## config.mk

```make
export PLATFORM = sky130hd
export DESIGN_NAME = nest_irq_ctrl
export DESIGN_NICKNAME = d
export VERILOG_FILES = /design/src/rtl/nic_pkg.sv /design/src/rtl/nic_regs.sv /design/src/rtl/nic_arbiter.sv /design/src/rtl/nic_inservice.sv /design/src/rtl/nest_irq_ctrl.sv
export SDC_FILE = /design/constraint.sdc
export NUM_CORES = 1
export LEC_CHECK = 0
export BUFFER_PORTS_ARGS = -buffer_cell sky130_fd_sc_hd__buf_2
export CAP_MARGIN = 10
export CORE_MARGIN = 4
export CORE_UTILIZATION = 45
export CTS_CLUSTER_DIAMETER = 50
export DETAILED_ROUTE_END_ITERATION = 16
export PLACE_DENSITY = 0.73
export SLEW_MARGIN = 20
export SYNTH_ARGS = -nofsm -noshare
export SYNTH_HDL_FRONTEND = slang
export SYNTH_SLANG_ARGS = --single-unit
export TNS_END_PERCENT = 10
```

## constraint.sdc

```tcl
create_clock -name clk -period 1.8 [get_ports clk]
set_input_delay 0.27 -clock clk [delete_from_list [all_inputs] [get_ports clk]]
set_output_delay 0.27 -clock clk [all_outputs]
set_load 0.005 [all_outputs]
```

## src/rtl/nic_pkg.sv

```systemverilog
package nic_pkg;
  localparam int NUM_PINS = 5;
  localparam logic [7:0] TYPE_NMI = 8'h02;
  localparam logic [7:0] TYPE_INT_BASE = 8'h10;
  localparam logic [7:0] TYPE_PIN_BASE = 8'h20;

  localparam logic [1:0] ADDR_MASK = 2'd0;
  localparam logic [1:0] ADDR_CASC0 = 2'd1;
  localparam logic [1:0] ADDR_CASC1 = 2'd2;
  localparam logic [1:0] ADDR_EOI = 2'd3;

  // Internal vector type of source slot idx (internal sources first, then pins).
  function automatic logic [7:0] src_type(input int unsigned idx, input int unsigned nint);
    if (idx < nint) return TYPE_INT_BASE + 8'(idx);
    return TYPE_PIN_BASE + 8'(idx - nint);
  endfunction
endpackage

```

## src/rtl/nic_regs.sv

```systemverilog
module nic_regs #(
  parameter int NSRC = 8,
  parameter int DW = 8
) (
  input  logic            clk,
  input  logic            rst_n,
  input  logic            wr_en,
  input  logic [1:0]      addr,
  input  logic [DW-1:0]   wdata,
  output logic [NSRC-1:0] mask,
  output logic [1:0]      casc,
  output logic            eoi_v,
  output logic [7:0]      eoi_type
);
  always_ff @(posedge clk or negedge rst_n) begin
    if (!rst_n) begin
      mask <= '1;
      casc <= '0;
    end else if (wr_en) begin
      case (addr)
        nic_pkg::ADDR_MASK:  mask <= wdata[NSRC-1:0];
        nic_pkg::ADDR_CASC0: casc[0] <= wdata[0];
        nic_pkg::ADDR_CASC1: casc[1] <= wdata[0];
        default: ;
      endcase
    end
  end

  // End-of-interrupt acts in the write cycle itself.
  assign eoi_v = wr_en && (addr == nic_pkg::ADDR_EOI);
  assign eoi_type = wdata[7:0];
endmodule

```

## src/rtl/nic_arbiter.sv

```systemverilog
module nic_arbiter #(
  parameter int NSRC = 8,
  localparam int IW = $clog2(NSRC)
) (
  input  logic            clk,
  input  logic            rst_n,
  input  logic [NSRC-1:0] req,
  input  logic [NSRC-1:0] is_q,
  output logic            win_v,
  output logic [IW-1:0]   win_idx
);
  logic [NSRC-1:0] elig;

  // A slot is blocked by any in-service bit at its own or a higher priority.
  always_comb begin
    logic acc;
    acc = 1'b0;
    for (int s = 0; s < NSRC; s++) begin
      acc = acc | is_q[s];
      elig[s] = req[s] & ~acc;
    end
  end

  always_comb begin
    win_v = 1'b0;
    win_idx = '0;
    for (int s = NSRC - 1; s >= 0; s--) begin
      if (elig[s]) begin
        win_v = 1'b1;
        win_idx = IW'(s);
      end
    end
  end

  // the winner never sits under an active in-service bit of its own
  p_win_not_in_service_r6: assert property (@(posedge clk) disable iff (!rst_n)
    win_v |-> (is_q[win_idx] == 1'b0));
  // a winner always has a live effective request
  p_win_has_req_r3: assert property (@(posedge clk) disable iff (!rst_n)
    win_v |-> req[win_idx]);
endmodule

```

## src/rtl/nic_inservice.sv

```systemverilog
module nic_inservice #(
  parameter int NSRC = 8,
  parameter int NUM_INT = 3,
  localparam int IW = $clog2(NSRC)
) (
  input  logic            clk,
  input  logic            rst_n,
  input  logic            set_v,
  input  logic [IW-1:0]   set_idx,
  input  logic            eoi_v,
  input  logic [7:0]      eoi_type,
  output logic [NSRC-1:0] is_q
);
  for (genvar s = 0; s < NSRC; s++) begin : g_bit
    localparam logic [7:0] SRC_TY = nic_pkg::src_type(s, NUM_INT);
    logic bit_q;
    always_ff @(posedge clk or negedge rst_n) begin
      if (!rst_n) bit_q <= 1'b0;
      else if (set_v && (set_idx == IW'(s))) bit_q <= 1'b1;
      else if (eoi_v && (eoi_type == SRC_TY)) bit_q <= 1'b0;
    end
    assign is_q[s] = bit_q;
  end

  // at most one in-service bit is raised per cycle
  p_one_set_r5: assert property (@(posedge clk) disable iff (!rst_n)
    1'b1 |=> ($countones(is_q & ~$past(is_q)) <= 1));
  // in-service bits fall only after an end-of-interrupt write
  p_clear_by_eoi_r7: assert property (@(posedge clk) disable iff (!rst_n)
    1'b1 |=> ((($past(is_q) & ~is_q) == '0) || $past(eoi_v)));
endmodule

```

## src/rtl/nest_irq_ctrl.sv

```systemverilog
module nest_irq_ctrl #(
  parameter int NUM_INT = 3,
  localparam int NSRC = NUM_INT + nic_pkg::NUM_PINS,
  localparam int IW = $clog2(NSRC),
  localparam int DW = (NSRC > 8) ? NSRC : 8
) (
  input  logic                          clk,
  input  logic                          rst_n,
  input  logic                          nmi_i,
  input  logic [NUM_INT-1:0]            int_req_i,
  input  logic [nic_pkg::NUM_PINS-1:0]  ext_req_i,
  input  logic                          bus_wr_en,
  input  logic [1:0]                    bus_addr,
  input  logic [DW-1:0]                 bus_wdata,
  input  logic [7:0]                    cas_type_i,
  input  logic                          ack_i,
  output logic                          irq_o,
  output logic [7:0]                    vec_type_o,
  output logic [1:0]                    cas_ack_o
);
  logic [NSRC-1:0] mask, is_q, req_eff;
  logic [1:0] casc;
  logic eoi_v;
  logic [7:0] eoi_type;
  logic [nic_pkg::NUM_PINS-1:0] pin_live;
  logic win_v;
  logic [IW-1:0] win_idx;

  logic offer_v, offer_nmi;
  logic [IW-1:0] offer_idx;
  logic nmi_q, nmi_pend;
  logic take, cas_sel0, cas_sel1;

  nic_regs #(.NSRC(NSRC), .DW(DW)) u_regs (
    .clk(clk), .rst_n(rst_n), .wr_en(bus_wr_en), .addr(bus_addr), .wdata(bus_wdata),
    .mask(mask), .casc(casc), .eoi_v(eoi_v), .eoi_type(eoi_type)
  );

  // Cascaded pairs take over pins 2 and 3 as their acknowledge positions.
  always_comb begin
    pin_live = ext_req_i;
    if (casc[0]) pin_live[2] = 1'b0;
    if (casc[1]) pin_live[3] = 1'b0;
  end
  assign req_eff = {pin_live, int_req_i} & ~mask;

  nic_arbiter #(.NSRC(NSRC)) u_arb (
    .clk(clk), .rst_n(rst_n), .req(req_eff), .is_q(is_q), .win_v(win_v), .win_idx(win_idx)
  );

  assign take = offer_v && ack_i;

  nic_inservice #(.NSRC(NSRC), .NUM_INT(NUM_INT)) u_isr (
    .clk(clk), .rst_n(rst_n), .set_v(take && !offer_nmi), .set_idx(offer_idx),
    .eoi_v(eoi_v), .eoi_type(eoi_type), .is_q(is_q)
  );

  // Non-maskable edge capture: one pending offer per rising edge.
  always_ff @(posedge clk or negedge rst_n) begin
    if (!rst_n) begin
      nmi_q <= 1'b0;
      nmi_pend <= 1'b0;
    end else begin
      nmi_q <= nmi_i;
      nmi_pend <= (nmi_pend && !(take && offer_nmi)) || (nmi_i && !nmi_q);
    end
  end

  // Single offer slot toward the core (valid = irq_o, ready = ack_i).
  always_ff @(posedge clk or negedge rst_n) begin
    if (!rst_n) begin
      offer_v <= 1'b0;
      offer_nmi <= 1'b0;
      offer_idx <= '0;
    end else if (take) begin
      offer_v <= 1'b0;
      offer_nmi <= 1'b0;
    end else if (!offer_v) begin
      if (nmi_pend) begin
        offer_v <= 1'b1;
        offer_nmi <= 1'b1;
      end else if (win_v) begin
        offer_v <= 1'b1;
        offer_idx <= win_idx;
      end
    end
  end

  assign cas_sel0 = offer_v && !offer_nmi && (offer_idx == IW'(NUM_INT)) && casc[0];
  assign cas_sel1 = offer_v && !offer_nmi && (offer_idx == IW'(NUM_INT + 1)) && casc[1];

  assign irq_o = offer_v;
  always_comb begin
    if (offer_nmi) vec_type_o = nic_pkg::TYPE_NMI;
    else if (cas_sel0 || cas_sel1) vec_type_o = cas_type_i;
    else vec_type_o = nic_pkg::src_type(32'(offer_idx), NUM_INT);
  end
  assign cas_ack_o = {cas_sel1 && take, cas_sel0 && take};

  // an untaken internal-type offer holds steady
  p_hold_offer_r4: assert property (@(posedge clk) disable iff (!rst_n)
    (irq_o && !ack_i && !cas_sel0 && !cas_sel1) |=> (irq_o && $stable(vec_type_o)));
  // pair acknowledges are exclusive and only in a handshake
  p_cas_ack_onehot_r10: assert property (@(posedge clk) disable iff (!rst_n)
    $onehot0(cas_ack_o));
  p_cas_ack_handshake_r10: assert property (@(posedge clk) disable iff (!rst_n)
    (cas_ack_o != 2'b00) |-> (irq_o && ack_i));
  // a pending non-maskable edge is offered once the slot frees
  p_nmi_offer_r8: assert property (@(posedge clk) disable iff (!rst_n)
    (nmi_pend && !offer_v) |=> (irq_o && vec_type_o == nic_pkg::TYPE_NMI));
endmodule

```

==> results.py <==
metrics = {
    "synthesis": {
        "synth-seq-cells": 25,
        "synthesis.nets": 187,
        "yosysMostFrequentCell": "nand2_1",
        "ys_types": 45,
        "synth_commonest_cells": "nand2_1 (19), dfrtp_1 (17), nor2_1 (13)",
        "synth_top_area_share_pct": 28.4,
        "syn_inst": 152,
        "syn_area_mm2": 0.00150,
        "synthTopCellsByArea": "dfrtp_1 (28%), dfstp_2 (14%), mux2_2 (6.8%), nand2_1 (4.8%), ha_1 (3.3%)",
        "yosysSeqAreaShare_pct": 42.4,
        "synth-async-reset-ratio_pct": 100,
        "yosys_warnings": 0,
        "avgSynthCellArea_um2": 9.85,
        "synth-edff-count": 0,
        "synth_top_cell_by_area": "dfrtp_1",
        "synth_ff_type": "dfrtp_1",
    },
    "timing": {
        "layout_setup_ws_ps": -278,
        "fmax_mhz": 481,
        "fin_skew_ps": 6.59,
        "hold_ws_ps": 50.7,
        "setup_viol": 9,
        "slew_violations": 0,
        "period_minus_slack_ps": 2080,
        "tns_ps": -1760,
        "final.period_utilization_pct": 115,
        "finalHoldViolations": 0,
        "worst_pin_slew_ps": 578,
        "rsz0062_at_grt": "true",
        "slew_headroom_pct": 61.5,
    },
    "routing": {
        "drc_errors": 0,
        "dr.pass1.iters": 4,
        "wire_per_inst_um": 15.6,
        "drtAntennaViolNets": 0,
        "via_count": 1453,
        "wirelength_um": 4120,
        "drt_iter0_drc": 69,
        "via_per_inst": 5.50,
    },
    "critical_path": {
        "cp.arrival_ps": 1810,
        "max_stage_delay_ps": 440,
        "path_cells": "ha_2, nand2_2, o21ai_2, nand2_2, buf_6, and3_4, o21bai_1, buf_2",
        "end_kind": "output pin",
        "worstPathRequired_ps": 1530,
        "r2r_cells": 5,
        "startpoint_type": "flip-flop",
        "cp_slowest_cell": "dfrtp_1",
        "crit_top_cell": "nand2_2",
        "endpoint": "vec_type_o[1]",
        "critPathMaxFanout": 5,
        "worstSetupStartpoint": "offer_idx[0]",
        "r2r-end": "offer_idx[0]",
        "worstSetupPathType": "flip-flop to output pin",
        "timing.rr.start": "u_isr.g_bit[1].bit_q",
        "rrSetupSlack_ps": -110,
    },
    "clocking": {
        "htree_num_levels": 1,
        "numCtsBuffers": 3,
        "cts_tree": "yes",
        "cts_buffer_depth": 2,
        "clk_latency_ps": 330,
        "cts_root_buffer": "clkbuf_4",
        "cts.clk_slew.worst_paths_ps": 140,
        "clock-sinks": 25,
    },
    "place": {
        "portBuffers": 41,
        "place_area_mm2": 0.00190,
        "place_congestion": 0.896,
        "post-dp-hpwl_um": 3210,
        "dp.cells": 254,
    },
    "global_routing": {
        "grt_pass1_vias": 1563,
        "grt_max_degree": 26,
        "grt_pass1_wl_um": 6720,
        "grt.overflow.total": 0,
        "antenna_found_initial": 0,
        "grtUsageTotal_pct": 20.5,
    },
    "pwr": {
        "finalPower_mw": 2.36,
        "powerDensity_mw_per_mm2": 1170,
        "peakVddDrop_mv": 0.554,
        "leakage_nw": 0.925,
    },
    "run": {
        "cap_violations": 0,
    },
    "floorplanning": {
        "die_w_um": 65.7,
        "ios": 42,
        "core_area_mm2": 0.00313,
        "die-height_um": 65.7,
        "start_util_pct": 47.9,
        "die-area_mm2": 0.00432,
        "rows": 20,
    },
    "status": {
        "status": "finished, violations left",
        "violations": "negative setup slack",
    },
    "finish": {
        "drive_gt1_share_pct": 49.5,
        "fin_cells": 264,
        "syn_to_final_growth_pct": 35.3,
        "fin_nets": 256,
        "n_antenna_cell": 0,
        "seq_area_um2": 639,
        "stdcell_area_mm2": 0.00203,
        "num-fill-cells": 263,
        "multi_input_area_um2": 878,
    },
    "min_path": {
        "min-delay-path-class": "input port to flip-flop",
    },
}
-- per-layer routing --
metal / wire [um] / GRT usage [%] / up-vias
met5: 0 / 0 / -
met4: 102 / 9.07 / 0
met2: 2170 / 38.5 / 61
met3: 287 / 2.56 / 10
li1: - / - / 694
met1: 1560 / 22.7 / 688
-- registers in the layout, indices dropped and copies added, names as in the netlist --
| signal | count |
|---|---|
| u_regs.casc | 2 |
| u_regs.mask | 8 |
| irq_o | 1 |
| offer_idx | 3 |
| nmi_q | 1 |
| offer_nmi | 1 |
| nmi_pend | 1 |
| u_isr.g_bit.bit_q | 8 |
-- repair_timing --
item,4_1_cts,5_1_grt
setup buffers,2,2
hold buffers,1,0
pin swaps,0,3
cloned,0,1
resized for setup,10,9
endpoints found under the setup margin,11,12
hold endpoints to repair,17,0
-- cells in the final DEF (no fill, tap or decap), types with 2 or more instances in the layout --
cell type / Yosys / routed
nor3_1: 3 / 3
nand2_2: 0 / 2
nor4b_1: 2 / 2
and3_1: 4 / 3
buf_4: 0 / 24
buf_2: 0 / 41
nor2_1: 13 / 12
o22ai_1: 2 / 2
o21ai_0: 9 / 8
dfrtp_2: 0 / 3
ha_1: 4 / 2
nand2b_1: 4 / 4
nor3b_1: 5 / 4
clkbuf_4: 0 / 3
mux2_2: 9 / 9
a22o_1: 4 / 4
dfrtp_1: 17 / 14
nor3b_2: 1 / 2
inv_1: 5 / 3
dfstp_2: 8 / 8
a31oi_1: 2 / 2
mux2i_1: 3 / 3
a21oi_1: 5 / 5
nand2_1: 19 / 17
inv_2: 0 / 2
nand3_1: 6 / 5
-- cells by family after synthesis --
kind of cell / share of synthesized area [%]
AND/OR/NAND/NOR: 27.8
AO/OA/AOI/OAI: 14.3
flip-flops: 42.4
multiplexers: 9.52
buffers and inverters: 2.01
adder cells (fa/ha/maj): 3.34
XOR/XNOR: 0.585
-- final cells by class --
type,instances,share of cell area [%]
inverter,5,0.926
clock inverter,1,0.247
clock buffer,3,1.11
sequential,25,31.6
tap,44,2.72
multi-input combinational,119,43.4
timing repair buffer,67,20.1
-- stage by stage --
| step | worst slack, ps | util (%) |
|---|---|---|
| 2_1_floorplan | 17.5 | - |
| 3_3_place_gp | -11.4 | 60.6 |
| 3_5_place_dp | -79.9 | 60.6 |
| 4_1_cts | -300 | 63.2 |
| 5_1_grt | -371 | 64.8 |
| 6_report | -278 | 64.8 |
-- critical path: cells and delay by family (launching register included) --
family / cells / cell delay, ps
DFF: 1 / 440
AOI/OAI and AO/OA: 2 / 280
and+or+nand+nor: 3 / 270
buffers and inverters: 2 / 270
adders and majority gates: 1 / 220
-- how the worst min path moves through the flow --
stage,from,end,slack [ps],depth (start not counted)
final,nmi_i,nmi_q,50,1
after CTS,nmi_i,nmi_q,40,1
after global routing,nmi_i,nmi_q,30,1
after detailed placement,rst_n,u_isr.g_bit[1].bit_q,290,1
after global placement,rst_n,u_regs.casc[1],280,1
after floorplan,rst_n,irq_o,-30,0
-- power by group --
group	internal, mW	switching (mW)
registers	0.773	0.232
clock network	0.0837	0.176
logic	0.599	0.501
Power figures use the tool's default switching activity.
